$ cat config.mk
export PLATFORM = sky130hd
export DESIGN_NAME = csma_tx_ctrl
export DESIGN_NICKNAME = d
export VERILOG_FILES = /design/src/rtl/csma_pkg.sv /design/src/rtl/csma_lfsr.sv /design/src/rtl/csma_cw.sv /design/src/rtl/csma_down_cnt.sv /design/src/rtl/csma_tx_ctrl.sv
export SDC_FILE = /design/constraint.sdc
export NUM_CORES = 1
export LEC_CHECK = 0
export BUFFER_PORTS_ARGS = -buffer_cell sky130_fd_sc_hd__buf_2
export CELL_PAD_IN_SITES_DETAIL_PLACEMENT = 1
export CELL_PAD_IN_SITES_GLOBAL_PLACEMENT = 2
export CORE_UTILIZATION = 25
export DETAILED_ROUTE_END_ITERATION = 16
export PLACE_DENSITY_LB_ADDON = 0.1
export SETUP_SLACK_MARGIN = 0.5
export SLEW_MARGIN = 10
export SYNTH_ARGS = -nofsm -noshare
export SYNTH_HDL_FRONTEND = slang
export SYNTH_SLANG_ARGS = --single-unit
$ cat constraint.sdc
create_clock -name clk_i -period 3.25 [get_ports clk_i]
set_input_delay 0.4875 -clock clk_i [delete_from_list [all_inputs] [get_ports clk_i]]
set_output_delay 0.4875 -clock clk_i [all_outputs]
set_load 0.03 [all_outputs]
$ cat src/rtl/csma_pkg.sv
package csma_pkg;
  typedef enum logic [2:0] {
    ST_IDLE     = 3'd0,
    ST_SENSE    = 3'd1,
    ST_BACKOFF  = 3'd2,
    ST_TX       = 3'd3,
    ST_WAIT_ACK = 3'd4,
    ST_EOT      = 3'd5
  } state_e;
endpackage

$ cat src/rtl/csma_lfsr.sv
module csma_lfsr #(
  parameter int             W    = 16,
  parameter logic [W-1:0]   SEED = 16'hACE1,
  parameter logic [W-1:0]   TAPS = 16'h002D
) (
  input  logic         clk_i,
  input  logic         rst_ni,
  input  logic         step_i,
  output logic [W-1:0] q_o
);
  logic [W-1:0] q_q;
  logic         fb;

  assign fb  = ^(q_q & TAPS);
  assign q_o = q_q;

  always_ff @(posedge clk_i or negedge rst_ni) begin
    if (!rst_ni)     q_q <= SEED;
    else if (step_i) q_q <= {fb, q_q[W-1:1]};
  end

  AST_LFSR_NONZERO: assert property (@(posedge clk_i) disable iff (!rst_ni)
    q_q != '0);
endmodule

$ cat src/rtl/csma_cw.sv
module csma_cw #(
  parameter int MIN_LOG = 4,
  parameter int MAX_LOG = 10,
  localparam int CW_W   = MAX_LOG
) (
  input  logic            clk_i,
  input  logic            rst_ni,
  input  logic            grow_i,
  input  logic            clr_i,
  output logic [CW_W-1:0] cw_o,
  output logic [CW_W-1:0] cw_grown_o
);
  localparam logic [CW_W-1:0] CW_MIN = {{(CW_W-MIN_LOG){1'b0}}, {MIN_LOG{1'b1}}};
  localparam logic [CW_W-1:0] CW_MAX = '1;

  logic [CW_W-1:0] cw_q;

  assign cw_grown_o = (cw_q == CW_MAX) ? cw_q : {cw_q[CW_W-2:0], 1'b1};
  assign cw_o       = cw_q;

  always_ff @(posedge clk_i or negedge rst_ni) begin
    if (!rst_ni)     cw_q <= CW_MIN;
    else if (clr_i)  cw_q <= CW_MIN;
    else if (grow_i) cw_q <= cw_grown_o;
  end

  AST_CW_LEGAL: assert property (@(posedge clk_i) disable iff (!rst_ni)
    (cw_q >= CW_MIN) && ((cw_q & (cw_q + 1'b1)) == '0));
endmodule

$ cat src/rtl/csma_down_cnt.sv
module csma_down_cnt #(
  parameter int W = 10
) (
  input  logic         clk_i,
  input  logic         rst_ni,
  input  logic         load_i,
  input  logic [W-1:0] load_val_i,
  input  logic         dec_i,
  output logic [W-1:0] cnt_o,
  output logic         zero_o
);
  logic [W-1:0] cnt_q;

  assign cnt_o  = cnt_q;
  assign zero_o = (cnt_q == '0);

  always_ff @(posedge clk_i or negedge rst_ni) begin
    if (!rst_ni)     cnt_q <= '0;
    else if (load_i) cnt_q <= load_val_i;
    else if (dec_i)  cnt_q <= cnt_q - 1'b1;
  end

  AST_NO_UNDERFLOW: assert property (@(posedge clk_i) disable iff (!rst_ni)
    (dec_i && !load_i) |-> (cnt_q != '0));
endmodule

$ cat src/rtl/csma_tx_ctrl.sv
module csma_tx_ctrl
  import csma_pkg::*;
#(
  parameter int          CW_MIN_LOG = 4,
  parameter int          CW_MAX_LOG = 10,
  parameter int          TO_W       = 8,
  parameter int          MAX_RETRY  = 7,
  parameter logic [15:0] LFSR_SEED  = 16'hACE1
) (
  input  logic            clk_i,
  input  logic            rst_ni,
  input  logic            slot_tick_i,
  input  logic            frame_pend_i,
  input  logic            chan_busy_i,
  input  logic            tx_done_i,
  input  logic            ack_rx_i,
  input  logic [TO_W-1:0] ack_timeout_i,
  output logic            tx_start_o,
  output logic [2:0]      state_o,
  output logic            success_o,
  output logic            drop_o
);
  localparam int CW_W  = CW_MAX_LOG;
  localparam int CNT_W = (CW_W > TO_W) ? CW_W : TO_W;
  localparam int RTY_W = $clog2(MAX_RETRY + 1);
  localparam logic [RTY_W-1:0] RTY_LAST = RTY_W'(MAX_RETRY);

  state_e state_q, state_d;
  logic [RTY_W-1:0] fail_q, fail_d;
  logic tx_q, tx_d, succ_q, succ_d, drop_q, drop_d;

  logic [15:0]      lfsr_q;
  logic [CW_W-1:0]  cw, cw_grown;
  logic [CNT_W-1:0] cnt, cnt_val;
  logic cnt_zero, cnt_load, cnt_dec;
  logic draw, use_grown, cw_grow, cw_clr;

  csma_lfsr #(.W(16), .SEED(LFSR_SEED)) i_lfsr (
    .clk_i  (clk_i),
    .rst_ni (rst_ni),
    .step_i (draw),
    .q_o    (lfsr_q)
  );

  csma_cw #(.MIN_LOG(CW_MIN_LOG), .MAX_LOG(CW_MAX_LOG)) i_cw (
    .clk_i      (clk_i),
    .rst_ni     (rst_ni),
    .grow_i     (cw_grow),
    .clr_i      (cw_clr),
    .cw_o       (cw),
    .cw_grown_o (cw_grown)
  );

  // one counter serves backoff and ack timeout; the states never overlap
  csma_down_cnt #(.W(CNT_W)) i_cnt (
    .clk_i      (clk_i),
    .rst_ni     (rst_ni),
    .load_i     (cnt_load),
    .load_val_i (cnt_val),
    .dec_i      (cnt_dec),
    .cnt_o      (cnt),
    .zero_o     (cnt_zero)
  );

  always_comb begin
    state_d   = state_q;
    fail_d    = fail_q;
    tx_d      = 1'b0;
    succ_d    = 1'b0;
    drop_d    = 1'b0;
    cnt_load  = 1'b0;
    cnt_val   = '0;
    cnt_dec   = 1'b0;
    draw      = 1'b0;
    use_grown = 1'b0;
    cw_grow   = 1'b0;
    cw_clr    = 1'b0;
    if (slot_tick_i) begin
      unique case (state_q)
        ST_IDLE: if (frame_pend_i) begin
          state_d = ST_SENSE;
          fail_d  = '0;
        end
        ST_SENSE: begin
          if (!chan_busy_i) begin
            state_d = ST_TX;
            tx_d    = 1'b1;
          end else begin
            state_d = ST_BACKOFF;
            draw    = 1'b1;
          end
        end
        ST_BACKOFF: if (!chan_busy_i) begin
          if (cnt_zero) begin
            state_d = ST_TX;
            tx_d    = 1'b1;
          end else begin
            cnt_dec = 1'b1;
          end
        end
        ST_TX: if (tx_done_i) begin
          state_d  = ST_WAIT_ACK;
          cnt_load = 1'b1;
          cnt_val  = CNT_W'(ack_timeout_i);
        end
        ST_WAIT_ACK: begin
          if (ack_rx_i) begin
            state_d = ST_EOT;
            succ_d  = 1'b1;
            cw_clr  = 1'b1;
          end else if (cnt_zero) begin
            if (fail_q == RTY_LAST) begin
              state_d = ST_IDLE;
              drop_d  = 1'b1;
              cw_clr  = 1'b1;
              fail_d  = '0;
            end else begin
              state_d   = ST_BACKOFF;
              fail_d    = fail_q + 1'b1;
              cw_grow   = 1'b1;
              use_grown = 1'b1;
              draw      = 1'b1;
            end
          end else begin
            cnt_dec = 1'b1;
          end
        end
        ST_EOT: begin
          if (frame_pend_i) begin
            state_d = ST_BACKOFF;
            fail_d  = '0;
            draw    = 1'b1;
          end else begin
            state_d = ST_IDLE;
          end
        end
        default: state_d = ST_IDLE;
      endcase
    end
    if (draw) begin
      cnt_load = 1'b1;
      cnt_val  = CNT_W'(lfsr_q[CW_W-1:0] & (use_grown ? cw_grown : cw));
    end
  end

  always_ff @(posedge clk_i or negedge rst_ni) begin
    if (!rst_ni) begin
      state_q <= ST_IDLE;
      fail_q  <= '0;
      tx_q    <= 1'b0;
      succ_q  <= 1'b0;
      drop_q  <= 1'b0;
    end else begin
      state_q <= state_d;
      fail_q  <= fail_d;
      tx_q    <= tx_d;
      succ_q  <= succ_d;
      drop_q  <= drop_d;
    end
  end

  assign state_o    = state_q;
  assign tx_start_o = tx_q;
  assign success_o  = succ_q;
  assign drop_o     = drop_q;

  AST_STATE_HOLD: assert property (@(posedge clk_i) disable iff (!rst_ni)
    !slot_tick_i |=> $stable(state_q));
  AST_TX_ENTRY: assert property (@(posedge clk_i) disable iff (!rst_ni)
    tx_start_o |-> (state_q == ST_TX && $past(state_q) != ST_TX));
  AST_BO_FREEZE: assert property (@(posedge clk_i) disable iff (!rst_ni)
    (slot_tick_i && chan_busy_i && state_q == ST_BACKOFF) |=> (state_q == ST_BACKOFF && $stable(cnt)));
  AST_SUCCESS_EOT: assert property (@(posedge clk_i) disable iff (!rst_ni)
    success_o |-> state_q == ST_EOT);
  AST_DROP_IDLE: assert property (@(posedge clk_i) disable iff (!rst_ni)
    drop_o |-> state_q == ST_IDLE);
  AST_PULSE_EXCL: assert property (@(posedge clk_i) disable iff (!rst_ni)
    $countones({tx_start_o, success_o, drop_o}) <= 1);
  AST_STATE_LEGAL: assert property (@(posedge clk_i) disable iff (!rst_ni)
    state_o <= 3'd5);
endmodule

### After elaboration in Yosys (flattened, before gate mapping)

Cells that the tools add are included.

* logic and storage cells: 92
* input bits: 15
* output and inout bits: 6
* register bits after elaboration: 45

* bitwise logic cells: 1
* mux-type cells: 58
* reduce and logical (&&, ||, !) cells: 8
* add/sub/neg operators: 2
* equal/unequal tests: 15

Operators with widths (number)
* $mux 10: 6
* $mux 1: 32
* $mux 3: 10
* $mux 8: 3
* $pmux 3 s6: 1
* $reduce_xor 16->1: 1
* $ne 2x2->1 const B: 6
* $and 10x10->10: 1
* $eq 10x10->1 const B: 1
* $logic_not 10->1: 1
* $sub 10x1->10 const B: 1
* $eq 3x3->1 const B: 3
* $eq 3x2->1 const B: 2
* $pmux 3 s2: 1
* $reduce_and 6->1: 1
* $reduce_and 5->1: 1
* $mux 2: 2
* $pmux 1 s2: 2
* $reduce_bool 2->1: 2
* $add 3x1->3 const B: 1
* $eq 3x1->1 const B: 1
* $logic_not 3->1: 1
* $ne 3x3->1 const B: 1
* $pmux 1 s3: 1
* other kinds (2): 2

### Depth between registers and ports, before layout

* depth after elaboration: 10
* depth in mapped cells: 9
* gate-level depth less buffers: 7

### Cells and area by module

A second synthesis with hierarchy kept.

* cells, all modules: 234
* area, all modules: 2582.5 µm²

By module, submodules not included
* csma_tx_ctrl: cells each 92, area each 889.6 µm², times used 1, sequential area each 225.2 µm²
* csma_lfsr: cells each 38, area each 675.6 µm², times used 1, sequential area each 410.4 µm²
* csma_down_cnt: cells each 62, area each 566.8 µm², times used 1, sequential area each 250.2 µm²
* csma_cw: cells each 42, area each 450.4 µm², times used 1, sequential area each 255.2 µm²

### Worst setup path after synthesis

No wires, ideal clock.

* kind: register -> register
* start point: register fail_q[0]
* end point: register i_cnt.cnt_q[9], in the netlist i_cnt.cnt_o[9]
* period minus slack after synthesis: 2185 ps
* cell stages (with the launch flop): 8
* path slack: 1065 ps
* library setup time: 131 ps
* path buffers: 0
* arrival time: 2054 ps
* required time: 3119 ps
* cells stage by stage: dfrtp_1 ha_1 ha_1 nor3b_1 nand4_1 mux2_2 a311oi_1 a211oi_1

* cells in the longest elaborated chain, start to end: 10
* elaborated cells between the ends (all ways): 14
* classes of those cells: eq/ne: 1; mux: 11; bitwise: 1; reduce/logical: 1

RTL lines
* start: declaration: line csma_tx_ctrl.sv:29 `logic [RTY_W-1:0] fail_q, fail_d;`
* start signal: assignment: line csma_tx_ctrl.sv:155 `fail_q <= fail_d;`
* $eq 3x3->1 *: line csma_tx_ctrl.sv:112 `if (fail_q == RTY_LAST) begin`
* $mux 1 *: line csma_tx_ctrl.sv:112
* $mux 1 *: line csma_tx_ctrl.sv:111 `end else if (cnt_zero) begin`
* $mux 1 *: line csma_tx_ctrl.sv:107 `if (ack_rx_i) begin`
* $mux 1: line csma_tx_ctrl.sv:79 `unique case (state_q)`
* $mux 1: line csma_tx_ctrl.sv:78 `if (slot_tick_i) begin`
* $mux 10
* $and 10x10->10: line csma_tx_ctrl.sv:142 `cnt_val = CNT_W'(lfsr_q[CW_W-1:0] & (use_grown ? cw_grown : cw));`
* $mux 10: line csma_tx_ctrl.sv:140 `if (draw) begin`
* $mux 10: line csma_down_cnt.sv:19 `else if (load_i) cnt_q <= load_val_i;`
* end signal: assignment: line csma_down_cnt.sv:19
* end signal: assignment: line csma_down_cnt.sv:20 `else if (dec_i) cnt_q <= cnt_q - 1'b1;`
* end: declaration: line csma_down_cnt.sv:12 `logic [W-1:0] cnt_q;`

Mark *: on every way between the ends. The rest lies on a longest branch, timed or not.
A chain may end at the register's enable or synchronous reset.

### Worst setup path after layout

* start point: register fail_q[0]
* end point: register i_cnt.cnt_q[1], in the netlist i_cnt.cnt_o[1]

The elaborated chain is that of the path after synthesis.

==> out/results.tsv <==
stage	metric	value	unit
final_layout	Final Cell Area	2830	sq um
final_layout	Reg area	1140	sq um
sta	RSZ-0062 raised after global routing	no	
logic_synthesis	EDFF count, synth	0	
routing	Via density	4.92	
routing	drt pass-1 iters	5	
placed_design	DP Wirelength	5570	microns
routing	Vias	2091	
sta	Slew headroom	26.7	%
power_and_ir_drop	worst IR drop on VDD	0.287	mV
power_and_ir_drop	Clk pwr share	17.7	%
power_and_ir_drop	internal power	0.00123	W
sta	worst hold margin	0.319	ns
grt	antenna violations before repair	0	
sta	final setup skew	0.00961	ns
clocking	H-tree levels	2	
grt	gr busiest metal	met2	
logic_synthesis	Ys Warns	0	
power_and_ir_drop	power density cells	752	nW/um^2
power_and_ir_drop	Sw Share	41.9	%
clocking	clock-pin slew on the worst setup and hold paths	0.10	ns
routing	ANT nets after route	0	
logic_synthesis	ranking of synthesized cells by area	dfrtp_1, dfstp_2, nand2_1	
logic_synthesis	Seq/Total Area, Yosys	46.1	%
sta	Max Fclk	396	MHz
worst_setup_path	Crit path required time	3.44	ns
clocking	Worst-Skew Late Latency	0.31	ns
routing	final WL	7340	microns
worst_setup_path	R2R cell count	7	
logic_synthesis	post-synthesis register bit count	45	
final_layout	multi-input logic area	1260	sq um
grt	met1 Use GR	22.7	%
run	Max Cap Viol	0	
floorplan	# rows	35	
final_layout	Nets	314	
sta	Final Hold Fails	0	
clocking	Max Buffers Root-to-Sink	2	
min_path	Hold/Removal Path Class	primary input to asynchronous set/reset pin	
placed_design	Final Wtd Congestion	0.722	
routing	average wire per standard cell	17.3	microns
worst_setup_path	Startpoint Class	register	
sta	final setup vio count	0	
grt	global-route wire length before repair	12200	microns
logic_synthesis	cell taking the most area after synthesis	dfrtp_1	
final_layout	share of layout cells above drive strength 1	19.3	%
grt	gr ovfl total	0	
floorplan	Core Area	9420	sq um
clocking	CTS buffer count	5	
logic_synthesis	Synth Flop Type	dfrtp_1	
clocking	CTS tree	done	
worst_setup_path	crit path capture type	register	
power_and_ir_drop	Sw Pwr	0.000891	W
final_layout	commonest non-fill, non-tap cell in the layout	nand2_1	
grt	largest net degree at the start of global routing	43	
logic_synthesis	asr flop ratio synth	100	%
floorplan	die width	101	microns
sta	Worst-Margin Slew	1.10	ns
logic_synthesis	Avg Cell Area, Syn	9.03	sq um
grt	met3 Use GR	3.38	%
worst_setup_path	critical path class	register to register	
final_layout	Fill cells	1112	
final_layout	Non-Filler Instances	425	
final_layout	commonest cells after routing, fill and taps aside	nand2_1, dfrtp_1, nor2_1, o21ai_0, buf_2	
grt	vias in the first global route	2175	
floorplan	Die Ht	101	microns
final_layout	antenna cell count	0	
logic_synthesis	Gate Count Post-Synth	274	
sta	Tmin final	2.53	ns
power_and_ir_drop	Power Total	0.00212	W
final_layout	Area Growth Syn to Fin	14.2	%
floorplan	num ports	21	
placed_design	Inst Count DP	415	
placed_design	number of port buffers	20	
worst_setup_path	worst-path fanout max	13	
sta	Tcrit/Tclk final	77.7	%
clocking	root buffer cell	clkbuf_8	
grt	All-Layer GR Usage	15.9	%
power_and_ir_drop	sequential share of power	45.9	%
sta	Final Max Tran Viols	0	
logic_synthesis	Cell variety after synth	57	
clocking	total clock sinks	45	
worst_setup_path	CP arrival	2.72	ns
floorplan	initial core utilization	26.3	%
run_status	status	finished, final reports clean	
power_and_ir_drop	Leak	1.24	nW
routing	DRC Markers	0	
logic_synthesis	Post-Syn Area	2470	sq um
sta	sum of negative setup slack	0	ns
placed_design	Post-DP Area	2710	sq um
power_and_ir_drop	Comb power frac	36.4	%
floorplan	die area	10300	sq um
grt	M2 GR Usage	24.6	%
logic_synthesis	Synth top area share	33.4	%
logic_synthesis	Mapped Nets	293	
routing	first-iteration detailed-routing DRC count	52	
==> state kept, by name, summed over array words and instances, names as in the netlist <==
name and flops:
i_lfsr.q_o 16, state_o 3, success_o 1, drop_o 1
i_cw.cw_o 10, fail_q 3, i_cnt.cnt_o 10, tx_start_o 1
==> cell families after synthesis <==
group | share of synthesized area, %
compound gates | 18.4
xor+xnor | 1.77
fa+ha+maj | 2.02
buf+inv | 2.93
flops | 46.1
mux | 2.93
simple gates | 25.9
==> routing by layer <==
layer	routed length, microns	part of all wire [%]
met5	0	0
met2	3410	46
met1	3750	51
met3	142	1.9
met4	39	0.53
==> critical path, stage by stage, from the launching register on <==
cell and delay, ns:
dfrtp_1 0.42, ha_1 0.21, ha_1 0.21, nor3b_1 0.41, and4_2 0.48, nor3_1 0.17, nand2_1 0.18, mux2_1 0.33
==> power by group through the flow <==
| stage | Sequential [W] | Clock (W) | Combinational (W) |
|---|---|---|---|
| 2_1_floorplan | 0.000935 | 0 | 0.000560 |
| 3_3_place_gp | 0.000991 | 0 | 0.000787 |
| 3_5_place_dp | 0.000987 | 0 | 0.000780 |
| 4_1_cts | 0.000977 | 0.000395 | 0.000785 |
| 5_1_grt | 0.00101 | 0.000416 | 0.000878 |
| 6_report | 0.000975 | 0.000375 | 0.000773 |
==> worst paths after layout <==
path                                   from        endpoint  slack (ns)
min in group clk_i         ack_timeout_i[2]  i_cnt.cnt_o[2]        0.42
max in group asynchronous            rst_ni   i_lfsr.q_o[7]        2.17
hold / removal                       rst_ni      tx_start_o        0.32
hold reg to reg              i_lfsr.q_o[10]  i_lfsr.q_o[10]        0.46
setup reg to reg                  fail_q[0]  i_cnt.cnt_o[1]        0.72
setup / recovery                  fail_q[0]  i_cnt.cnt_o[1]        0.72
==> repair_timing <==
item / 4_1_cts / 5_1_grt
gates resized for setup: 1 / 1
hold buffers: 0 / 0
setup endpoints to repair: 3 / 3
endpoints found under the hold margin: 0 / 0
setup buffers: 2 / 0
pin swaps: 1 / 0
==> synth_stat cells, types with 5 or more instances <==
master    count
mux2i_1       5
nand3_1       8
clkbuf_1      7
dfrtp_1      33
dfstp_2      12
nor3_1        8
a22oi_1       5
nand2_1      56
and4_1        5
nor2_1       20
o21ai_0      20
a21oi_1       8
inv_1         7
==> per-stage QoR <==
stage / utilization [%] / worst slack [ns]
final: 30.0 / 0.724
after detailed placement: 28.8 / 0.426
after CTS: 30.0 / 0.562
after global placement: 28.8 / 0.490
after global routing: 30.0 / 0.558
after floorplan: - / 1.06
==> layout make-up <==
type,instances,share of cell area [%]
repair buffers,25,4.87
inverters,7,0.930
flip-flops and latches,45,40.4
well taps,129,5.71
clock buffers,5,2.44
clock inverters,3,0.886
multi-input cells,211,44.8
Power figures use the tool's default switching activity.
